==> src/rtl/cart_bank_ctrl.sv <==
module cart_bank_ctrl (
  input  logic       clk,
  input  logic       rst_n,
  input  logic       wr_en,
  input  logic [1:0] reg_sel,
  input  logic [7:0] wr_data,
  output logic [7:0] rd_data,
  input  logic       freeze_btn,
  output logic       game,
  output logic       exrom,
  output logic [5:0] bank_addr,
  output logic       ram_sel,
  output logic       io_win_low,
  output logic       io_bank_en,
  output logic       clkport_en,
  output logic       map16k,
  output logic       freeze_active,
  output logic       rom_wr_ok
);
  localparam logic [1:0] SEL_CTL = 2'd0;
  localparam logic [1:0] SEL_EXT = 2'd1;
  localparam logic [1:0] SEL_STS = 2'd2;
  localparam logic [1:0] SEL_BNK = 2'd3;

  logic       game_r, exrom_r, off, ram_r, frz_act, frz_blk;
  logic       iobank_r, win_r, clkp_r, lock, ext_mode, map_r, ext_en, btn_q;
  logic [2:0] bank_lo, bank_hi;

  wire w_ctl    = wr_en && reg_sel == SEL_CTL && !off;
  wire w_ext    = wr_en && reg_sel == SEL_EXT && !off;
  wire w_sts    = wr_en && reg_sel == SEL_STS;
  wire w_bnk    = wr_en && reg_sel == SEL_BNK && ext_mode;
  wire frz_edge = freeze_btn && !btn_q && !frz_blk && !frz_act;

  always_ff @(posedge clk) begin
    if (!rst_n) begin
      game_r <= 1'b0; exrom_r <= 1'b0; off <= 1'b0; ram_r <= 1'b0;
      frz_act <= 1'b0; frz_blk <= 1'b0; iobank_r <= 1'b0; win_r <= 1'b0;
      clkp_r <= 1'b0; lock <= 1'b0; ext_mode <= 1'b0; map_r <= 1'b0;
      ext_en <= 1'b0; btn_q <= 1'b0; bank_lo <= 3'b0; bank_hi <= 3'b0;
    end else begin
      btn_q <= freeze_btn;
      if (w_ctl) begin
        game_r  <= wr_data[0];
        exrom_r <= wr_data[1];
        if (wr_data[2]) off <= 1'b1;
        bank_lo <= {wr_data[7], wr_data[4], wr_data[3]};
        ram_r   <= wr_data[5];
        if (wr_data[6]) frz_act <= 1'b0;
      end
      if (w_ext) begin
        clkp_r   <= wr_data[0];
        iobank_r <= wr_data[1];
        frz_blk  <= wr_data[2];
        bank_lo  <= {wr_data[7], wr_data[4], wr_data[3]};
        win_r    <= wr_data[6];
      end
      if (w_sts) begin
        if (wr_data[0]) lock <= 1'b1;
        ext_mode <= wr_data[6];
        if (wr_data[6]) off <= 1'b0;
      end
      if (w_bnk) begin
        bank_hi <= wr_data[2:0];
        map_r   <= wr_data[5];
        ext_en  <= wr_data[6];
      end
      if (frz_edge) begin
        frz_act <= 1'b1;
        bank_lo <= 3'b0;
        ram_r   <= 1'b0;
      end
    end
  end

  assign game          = game_r & ~off;
  assign exrom         = exrom_r & ~off;
  assign ram_sel       = ~off & (ram_r | frz_act);
  assign bank_addr     = off ? 6'd0 :
                         (ram_sel && !ext_mode) ? {4'd0, bank_lo[1:0]} :
                         {bank_hi, bank_lo};
  assign io_bank_en    = iobank_r & ~off;
  assign io_win_low    = win_r;
  assign clkport_en    = clkp_r;
  assign map16k        = map_r;
  assign freeze_active = frz_act;
  assign rom_wr_ok     = ~lock;

  always_comb begin
    unique case (reg_sel)
      SEL_CTL, SEL_EXT: rd_data = {bank_lo[2], win_r, 1'b0, bank_lo[1], bank_lo[0],
                                   freeze_btn, iobank_r, ~lock};
      SEL_STS:          rd_data = {1'b0, ext_mode, 3'b0, exrom_r, game_r, lock};
      default:          rd_data = ext_mode ? {1'b0, ext_en, map_r, 2'b0, bank_hi} : 8'h00;
    endcase
  end


  lock_sticky_chk: assert property (@(posedge clk) disable iff (!rst_n)
    !rom_wr_ok |=> !rom_wr_ok);

  frz_lo_clear_chk: assert property (@(posedge clk) disable iff (!rst_n)
    $rose(frz_act) |-> (bank_lo == 3'b0 && !ram_r));

  frz_hi_keep_chk: assert property (@(posedge clk) disable iff (!rst_n)
    ($rose(frz_act) && !$past(w_bnk)) |-> bank_hi == $past(bank_hi));

  bnk_ignore_chk: assert property (@(posedge clk) disable iff (!rst_n)
    (wr_en && reg_sel == SEL_BNK && !ext_mode) |=> ($stable(bank_hi) && $stable(map_r)));

  frz_exit_chk: assert property (@(posedge clk) disable iff (!rst_n)
    (w_ctl && wr_data[6] && !frz_edge) |=> !freeze_active);

  off_ignore_chk: assert property (@(posedge clk) disable iff (!rst_n)
    (wr_en && reg_sel == SEL_CTL && off) |=> ($stable(game_r) && $stable(exrom_r)));
endmodule

==> config.mk <==
export PLATFORM = sky130hd
export DESIGN_NAME = cart_bank_ctrl
export DESIGN_NICKNAME = d
export VERILOG_FILES = /design/src/rtl/cart_bank_ctrl.sv
export SDC_FILE = /design/constraint.sdc
export NUM_CORES = 1
export LEC_CHECK = 0
export BUFFER_PORTS_ARGS = -buffer_cell sky130_fd_sc_hd__buf_2
export CAP_MARGIN = 20
export CORE_MARGIN = 4
export CORE_UTILIZATION = 51
export CTS_BUF_LIST = sky130_fd_sc_hd__clkbuf_16
export DETAILED_ROUTE_END_ITERATION = 8
export GPL_TIMING_DRIVEN = 0
export HOLD_SLACK_MARGIN = 0.02
export PLACE_DENSITY_LB_ADDON = 0.3
export SKIP_LAST_GASP = 1
export SYNTH_ARGS = -nofsm -noshare
export SYNTH_HDL_FRONTEND = slang
export SYNTH_SLANG_ARGS = --single-unit
==> constraint.sdc <==
create_clock -name clk -period 1.8 [get_ports clk]
set_input_delay 0.18 -clock clk [delete_from_list [all_inputs] [get_ports clk]]
set_output_delay 0.18 -clock clk [all_outputs]
set_load 0.02 [all_outputs]
Word-level counts from Yosys, hierarchy flattened
Index checks and enable logic that the tools add are counted.
{"block": "word_totals", "register_bits": 20, "input_bits": 14, "output_inout_bits": 23}
{"block": "classes", "eq_ne": 3, "mux": 13, "bitwise": 8, "n_reduce_logical": 24}
{"cell": "case mux 8 bit (2 select lines)", "count": 1}
{"cell": "two-way mux 6 bit", "count": 2}
{"cell": "logical AND 1 bit", "count": 11}
{"cell": "two-way mux 1 bit", "count": 7}
{"cell": "two-way mux 7 bit", "count": 1}
{"cell": "two-way mux 3 bit", "count": 2}
{"cell": "nonzero test 2 bit", "count": 3}
{"cell": "logical NOT 1 bit", "count": 5}
{"cell": "bitwise AND 1 bit", "count": 4}
{"cell": "== test 2 bit, second input constant", "count": 2}
{"cell": "AND reduction 2 bit", "count": 2}
{"cell": "OR reduction 2 bit", "count": 2}
{"cell": "NOT 1 bit", "count": 3}
{"cell": "== test 2 x 1 -> 1 bit, second input constant", "count": 1}
{"cell": "logical NOT 2 bit", "count": 1}
{"cell": "OR 1 bit", "count": 1}

Depth between registers and ports, before layout
Gate-level depths: netlist of run 1.
{"block": "logic_depth", "word_depth": 6, "mapped_depth": 5}

Least setup slack after synthesis of run 1
Ideal clock, no wire load.
{"block": "synth_timing", "path_kind": "register to output", "start": "register ext_mode", "end": "output rd_data[0]", "arrival_ns": 1.028, "path_slack_ns": 0.592, "stages_incl_launch_ff": 4, "n_path_buf": 1, "path_cell_list": "dfxtp_1 buf_2 a211oi_1 a211oi_1"}
{"block": "synth_via", "elab_chain_cells": 2}
{"element": "start: declaration", "line": "26", "source": "logic iobank_r, win_r, clkp_r, lock, ext_mode, map_r, ext_en, btn_q;"}
{"element": "start signal: assignment", "line": "60", "source": "ext_mode <= wr_data[6];"}
{"element": "two-way mux 7 bit", "line": "94", "source": "default: rd_data = ext_mode ? {1'b0, ext_en, map_r, 2'b0, bank_hi} : 8'h00;"}
{"element": "case mux 8 bit (2 select lines)", "line": "90", "source": "unique case (reg_sel)"}
{"element": "end: declaration", "line": "7", "source": "output logic [7:0] rd_data,"}
Every way passes these cells.

Final worst setup path of run 1
{"block": "layout_timing", "start": "register off", "end": "output bank_addr[3]"}
{"block": "layout_via", "elab_chain_cells": 5}
{"element": "start: declaration", "line": "25", "source": "logic game_r, exrom_r, off, ram_r, frz_act, frz_blk;"}
{"element": "start signal: assignment", "line": "37", "source": "game_r <= 1'b0; exrom_r <= 1'b0; off <= 1'b0; ram_r <= 1'b0;"}
{"element": "start signal: assignment", "line": "46", "source": "if (wr_data[2]) off <= 1'b1;"}
{"element": "start signal: assignment", "line": "61", "source": "if (wr_data[6]) off <= 1'b0;"}
{"element": "NOT 1 bit", "line": "78", "source": "assign ram_sel = ~off & (ram_r | frz_act);"}
{"element": "bitwise AND 1 bit", "line": "78"}
{"element": "logical AND 1 bit", "line": "80", "source": "(ram_sel && !ext_mode) ? {4'd0, bank_lo[1:0]} :"}
{"element": "two-way mux 6 bit", "line": "80"}
{"element": "two-way mux 6 bit (*)", "line": "79", "source": "assign bank_addr = off ? 6'd0 :"}
{"element": "end: declaration", "line": "11", "source": "output logic [5:0] bank_addr,"}
Mark *: on every way between the ends. The rest lies on a longest branch, timed or not.

==> impl_metrics.tcl, run 1 <==
set metrics [dict create \
    worst-setup-path-type "reg2out" \
    gp_congestion 0.838 \
    static-leakage-power_nw 0.573 \
    synth.cell_area_sq_um 975 \
    netlist.area_leader.share_pct 41.1 \
    drt_iter0_drc 27 \
    yosysSeqAreaShare_pct 41.1 \
    critical_path_arrival_ns 1.45 \
    synth_seq_cells 20 \
    vias 991 \
    post_synth.cell_area_avg_sq_um 8.33 \
    postSynthNetCount 131 \
    synthesis.instances 117 \
    die_h_microns 51.7 \
    number_of_buffer_cells_added_on_primary_ports 33 \
    maxCapViolCount 0 \
    globalRouteOverflowTotal 0 \
    placed_cell_area_sq_um 1170 \
    wirelength_microns 2710 \
    clkTransAtPathRegs_ns 0.06 \
    num_antenna_cells 0 \
    grt_setup_unrepaired "false" \
    layout_cell_area_excl_fill_sq_um 1280 \
    final-setup-viol-count 0 \
    place.detailed.hpwl_microns 1940 \
    p_per_area_nw_per_um2 970 \
    die_w_microns 51.7 \
    crit_start_category "flip-flop" \
    cts.repair_timing.setup_buffer_count 0 \
    cts-buffers-inserted 3 \
    global_route.usage.total_pct 22.0 \
    first_pass_grt_wire_length_microns 4420 \
    ios 37 \
    most_used_standard_cell_by_instance_count_after_synthesis "sky130_fd_sc_hd__dfxtp_1" \
    worst-endpoint-required_ns 1.62 \
    p_total_mw 1.24 \
    final_hold_viol_count 0 \
    clock_path_buffers 2 \
    antenna_left 0 \
    synth_warnings 0 \
    timing.critical_path.fanout_max 10 \
    yosys.area.top_type "sky130_fd_sc_hd__dfxtp_1" \
    drc 0 \
    ys_top_cells_by_area "sky130_fd_sc_hd__dfxtp_1, sky130_fd_sc_hd__nand3_1, sky130_fd_sc_hd__mux2i_1" \
    synthToLayoutAreaGrowth_pct 30.9 \
    htree_levels 1 \
    initial_core_util_pct 55.2 \
    synth_edf_count 0 \
    postSynth.asyncResetShare_pct 0 \
    peak_clock_frequency_supported_by_timing_ghz 0.614 \
    grt_start_max_net_pins 13 \
    first_global_vias 982 \
    finish.cell_count_without_fillers 179 \
    outcome "completed" \
    die_area_sq_um 2670 \
    detail_route.wl_per_cell_microns 15.1 \
    finalClockSkew_ns 0.00344 \
    synthDistinctLibCells 29 \
    timing.setup.tns_ns 0 \
    avgViaCountPerCell 5.54 \
    slew_headroom_pct 48.2 \
    critical-path-max-stage-delay_ns 0.38 \
    worst_setup_path_end_kind "output pin" \
    maxSlewViolCount 0 \
    place.detailed.instances 175 \
    core_region_area_sq_um 1760 \
    postSynth.topFlopCell "sky130_fd_sc_hd__dfxtp_1" \
    netlist_top_cells_count "sky130_fd_sc_hd__dfxtp_1, sky130_fd_sc_hd__nand3_1, sky130_fd_sc_hd__nor2_1" \
    insertion_delay_ns 0.26 \
    cp_cell_sequence "clkbuf_2 -> o21ba_2 -> and2_1 -> buf_2" \
    hold-worst-slack_ns 0.170 \
    hold_path.class "in2reg" \
    ir_worst_vdd_mv 0.769 \
    post-route-period-util_pct 90.5 \
    placement_rows 15 \
    clock_tree_from_tritoncts "built" \
    layout_min_cycle_time_ns 1.63 \
    crit_slowest_cell "sky130_fd_sc_hd__dfxtp_1" \
    cts.sinks 20 \
    antenna_found_initial 0 \
    post_route_cells_drive_above_1_share_pct 29.9 \
    worst_slew_pin_slew_ns 0.767 \
    num-nets-final 169 \
    cts_hold_buf 0 \
    clock-root-buffer "sky130_fd_sc_hd__clkbuf_16" \
    cts_resized 0 \
    detail_route.first_pass.iterations 4 \
]
## power by group
group          switching (mW)  internal [mW]
sequential             0.0105          0.456
combinational          0.0941         0.0576
clock                   0.178          0.442
## final timing paths
path	startpoint	depth (start not counted)	slack, ns	endpoint
min reg2reg	io_win_low	2	0.49	io_win_low
min	wr_data[6]	2	0.17	freeze_active
max reg2reg	freeze_active	2	0.45	bank_lo[1]
max	off	4	0.17	bank_addr[3]
## state kept, by name, summed over array words and instances, names as in the netlist
register / count
freeze_active: 1
iobank_r: 1
exrom_r: 1
ext_en: 1
game_r: 1
ext_mode: 1
map16k: 1
io_win_low: 1
ram_r: 1
frz_blk: 1
lock: 1
bank_lo: 3
clkport_en: 1
off: 1
btn_q: 1
bank_hi: 3
## critical path, delay by kind of cell (launching register included)
kind | cells | cell delay, ns
simple gates | 1 | 0.16
buf+inv | 2 | 0.42
flops | 1 | 0.38
compound gates | 1 | 0.23
## through the flow
step | util, % | setup slack [ns]
2_1_floorplan | - | 0.592
3_3_place_gp | 66.4 | 0.471
3_5_place_dp | 66.4 | 0.452
4_1_cts | 72.3 | 0.175
5_1_grt | 72.3 | 0.0925
6_report | 72.3 | 0.171
## logic make-up (layout without fill, tap and decap cells)
family                 Yosys count  count (layout)  share of synthesized area, %
multiplexers                     6               6                          6.16
AND/OR/NAND/NOR                 53              53                          30.7
flip-flops                      20              20                          41.1
buffers and inverters           14              51                          6.93
AO/OA/AOI/OAI                   24              24                          15.1
## layer usage
layer  routed length, microns  global-route usage, %  vias to the layer above
met2                     1300                   37.5                       49
met4                       59                   10.9                        0
li1                         -                      -                      479
met5                        0                      0                        -
met1                     1120                   26.3                      454
met3                      227                   4.30                        9
## cells in the final DEF, fill, tap and decap left out, types with 2 or more instances in the layout
cell type	instances
sky130_fd_sc_hd__a211oi_1	2
sky130_fd_sc_hd__nor2_1	12
sky130_fd_sc_hd__nand3_1	13
sky130_fd_sc_hd__inv_1	6
sky130_fd_sc_hd__nor2b_1	9
sky130_fd_sc_hd__buf_2	35
sky130_fd_sc_hd__nor3_1	2
sky130_fd_sc_hd__a21oi_1	4
sky130_fd_sc_hd__dfxtp_1	20
sky130_fd_sc_hd__clkbuf_16	3
sky130_fd_sc_hd__o21ai_0	11
sky130_fd_sc_hd__and2_1	4
sky130_fd_sc_hd__nand2_1	8
sky130_fd_sc_hd__clkbuf_1	2
sky130_fd_sc_hd__mux2i_1	6
sky130_fd_sc_hd__a31oi_1	2
## layout make-up
cell class | instances | area, sq um
clock inverter | 1 | 30.0
sequential | 20 | 400
inverter | 6 | 22.5
clock buffer | 3 | 75.1
buffer | 8 | 45.0
timing repair buffer | 33 | 165
fill | 153 | 488
multi-input combinational | 83 | 507
tap | 25 | 31.3
Note: power is estimated with default switching activity, not from simulation.
==> inputs of run 2 (changes only) <==
--- a/config.mk
+++ b/config.mk
@@ -5,8 +5,8 @@
 export SDC_FILE = /design/constraint.sdc
 export NUM_CORES = 1
 export LEC_CHECK = 0
+export ABC_AREA = 1
 export BUFFER_PORTS_ARGS = -buffer_cell sky130_fd_sc_hd__buf_2
-export CAP_MARGIN = 20
 export CORE_MARGIN = 4
 export CORE_UTILIZATION = 51
 export CTS_BUF_LIST = sky130_fd_sc_hd__clkbuf_16
==> impl_metrics.tcl, run 2 <==
set metrics [dict create \
    outcome "completed" \
    placement_rows 15 \
    clkTransAtPathRegs_ns 0.05 \
    vias 1091 \
    ios 37 \
    most_common_cell_after_layout_fill_and_taps_aside "sky130_fd_sc_hd__buf_2" \
    netlist.area_leader.share_pct 39.9 \
    hold_path.class "in2reg" \
    final-setup-viol-count 0 \
    grt_setup_unrepaired "false" \
    first_pass_grt_wire_length_microns 4450 \
    setup.worst_path.start "ext_mode" \
    drt_iter0_drc 50 \
    slew_headroom_pct 84.0 \
    timing.setup.tns_ns 0 \
    synth.cell_area_sq_um 1000 \
    layout_min_cycle_time_ns 1.49 \
    postSynth.asyncResetShare_pct 0 \
    place.detailed.hpwl_microns 1940 \
    ir_worst_vdd_mv 0.578 \
    worst_slew_pin_slew_ns 0.240 \
    fillerInstances 163 \
    crit_start_category "flip-flop" \
    p_per_area_nw_per_um2 836 \
    globalRouteOverflowTotal 0 \
    clock-root-buffer "sky130_fd_sc_hd__clkbuf_16" \
    placed_cell_area_sq_um 1210 \
    cp_cell_sequence "nand3_4 -> inv_1 -> nand2_1 -> o211ai_1 -> buf_2" \
    postSynthNetCount 162 \
    synthDistinctLibCells 20 \
    antenna_found_initial 0 \
    detail_route.first_pass.iterations 4 \
    core_region_area_sq_um 1800 \
    post_route_cells_drive_above_1_share_pct 28.0 \
    detail_route.wl_per_cell_microns 12.5 \
    timing.critical_path.fanout_max 8 \
    worst_setup_path_end_kind "output pin" \
    maxCapViolCount 0 \
    drc 0 \
    wirelength_microns 2640 \
    die_w_microns 52.4 \
    layout_cell_area_excl_fill_sq_um 1280 \
    most-common-layout-cells "sky130_fd_sc_hd__buf_2, sky130_fd_sc_hd__nand2_1, sky130_fd_sc_hd__nor2_1" \
    critical-path-max-stage-delay_ns 0.40 \
    postSynth.topFlopCell "sky130_fd_sc_hd__dfxtp_1" \
    largest_registers "bank_hi: 3 flops, bank_lo: 3 flops" \
    num_antenna_cells 0 \
    avgViaCountPerCell 5.17 \
    die_area_sq_um 2740 \
    yosysSeqAreaShare_pct 39.9 \
    post_synth.cell_area_avg_sq_um 6.78 \
    die_h_microns 52.4 \
    worst-setup-path-type "reg2out" \
    post-route-period-util_pct 83.0 \
    worst-endpoint-required_ns 1.62 \
    cts.sinks 20 \
    initial_core_util_pct 55.7 \
    synth_edf_count 0 \
    gp_congestion 0.818 \
    clock_path_buffers 2 \
    synthToLayoutAreaGrowth_pct 28.1 \
    synthesis.instances 148 \
    cts-buffers-inserted 3 \
    ys_top_cells_by_area "sky130_fd_sc_hd__dfxtp_1, sky130_fd_sc_hd__nand2_1, sky130_fd_sc_hd__nor2_1" \
    netlist_top_cells_count "sky130_fd_sc_hd__nand2_1, sky130_fd_sc_hd__nor2_1, sky130_fd_sc_hd__inv_1" \
    global_route.usage.total_pct 21.8 \
    hold-worst-slack_ns 0.142 \
    critical_path_arrival_ns 1.31 \
    yosys.area.top_type "sky130_fd_sc_hd__dfxtp_1" \
    first_global_vias 979 \
    antenna_left 0 \
    crit_slowest_cell "sky130_fd_sc_hd__dfxtp_1" \
    cts_hold_buf 0 \
    maxSlewViolCount 0 \
    synth_warnings 0 \
    finalClockSkew_ns 0.00114 \
    num-nets-final 202 \
    htree_levels 1 \
    insertion_delay_ns 0.25 \
    most_used_standard_cell_by_instance_count_after_synthesis "sky130_fd_sc_hd__nand2_1" \
    synth_seq_cells 20 \
    worstHoldStart "freeze_btn" \
    final_hold_viol_count 0 \
    cts.repair_timing.setup_buffer_count 0 \
    grt_start_max_net_pins 11 \
    peak_clock_frequency_supported_by_timing_ghz 0.669 \
    clock_tree_from_tritoncts "built" \
    cts_resized 0 \
    static-leakage-power_nw 0.654 \
    number_of_buffer_cells_added_on_primary_ports 35 \
    critical_path.reg2reg.startpoint "off" \
]
==> run 2: final timing paths <==
kind                   endpoint  cells past startpoint  slack (ns)
setup / recovery     rd_data[2]                      5        0.31
hold / removal            btn_q                      3        0.14
setup reg to reg  freeze_active                      5        0.68
hold reg to reg      bank_lo[0]                      2        0.46
==> run 2: power breakdown <==
part	total [mW]	leakage [nW]	internal (mW)	switching [mW]
Combinational	0.162	0.454	0.0528	0.110
Clock	0.443	0.0370	0.293	0.151
Sequential	0.468	0.163	0.459	0.00891
Total	1.07	0.654	0.804	0.270
==> run 2: logic make-up (layout without fill, tap and decap cells) <==
group / after synthesis / count (layout) / synth area share (%)
buffers and inverters: 27 / 65 / 11.3
AOI/OAI and AO/OA: 21 / 21 / 11.3
and+or+nand+nor: 80 / 80 / 37.4
DFF: 20 / 20 / 39.9
==> run 2: critical path, delay by kind of cell, from the launching register on <==
kind            cells  cell delay [ns]
compound gates      1             0.09
buf+inv             2             0.33
flops               1             0.40
simple gates        2             0.24
==> run 2: per-layer routing <==
metal / vias to the layer above / routed length [microns] / track usage (%)
met5: - / 0 / 0
li1: 545 / - / -
met2: 69 / 1220 / 36.4
met1: 472 / 1110 / 27.8
met3: 5 / 264 / 3.70
met4: 0 / 42 / 8.51
==> run 2: cell type report <==
class | instances | area (sq um) | share of cell area (%)
Inverter | 24 | 92.6 | 7.21
Timing Repair Buffer | 35 | 175 | 13.6
Clock buffer | 3 | 75.1 | 5.84
Sequential cell | 20 | 400 | 31.2
Buffer | 3 | 21.3 | 1.66
Tap cell | 25 | 31.3 | 2.43
Multi-Input combinational cell | 101 | 489 | 38.1
==> run 2: per-stage QoR <==
stage	power (mW)	instances	setup WS [ns]	utilization, %
6_report	1.07	211	0.305	71.3
5_1_grt	1.12	211	0.200	71.3
4_1_cts	1.08	211	0.302	71.3
3_5_place_dp	0.637	208	0.583	67.2
3_3_place_gp	0.633	208	0.585	67.2
2_1_floorplan	0.578	148	0.415	-
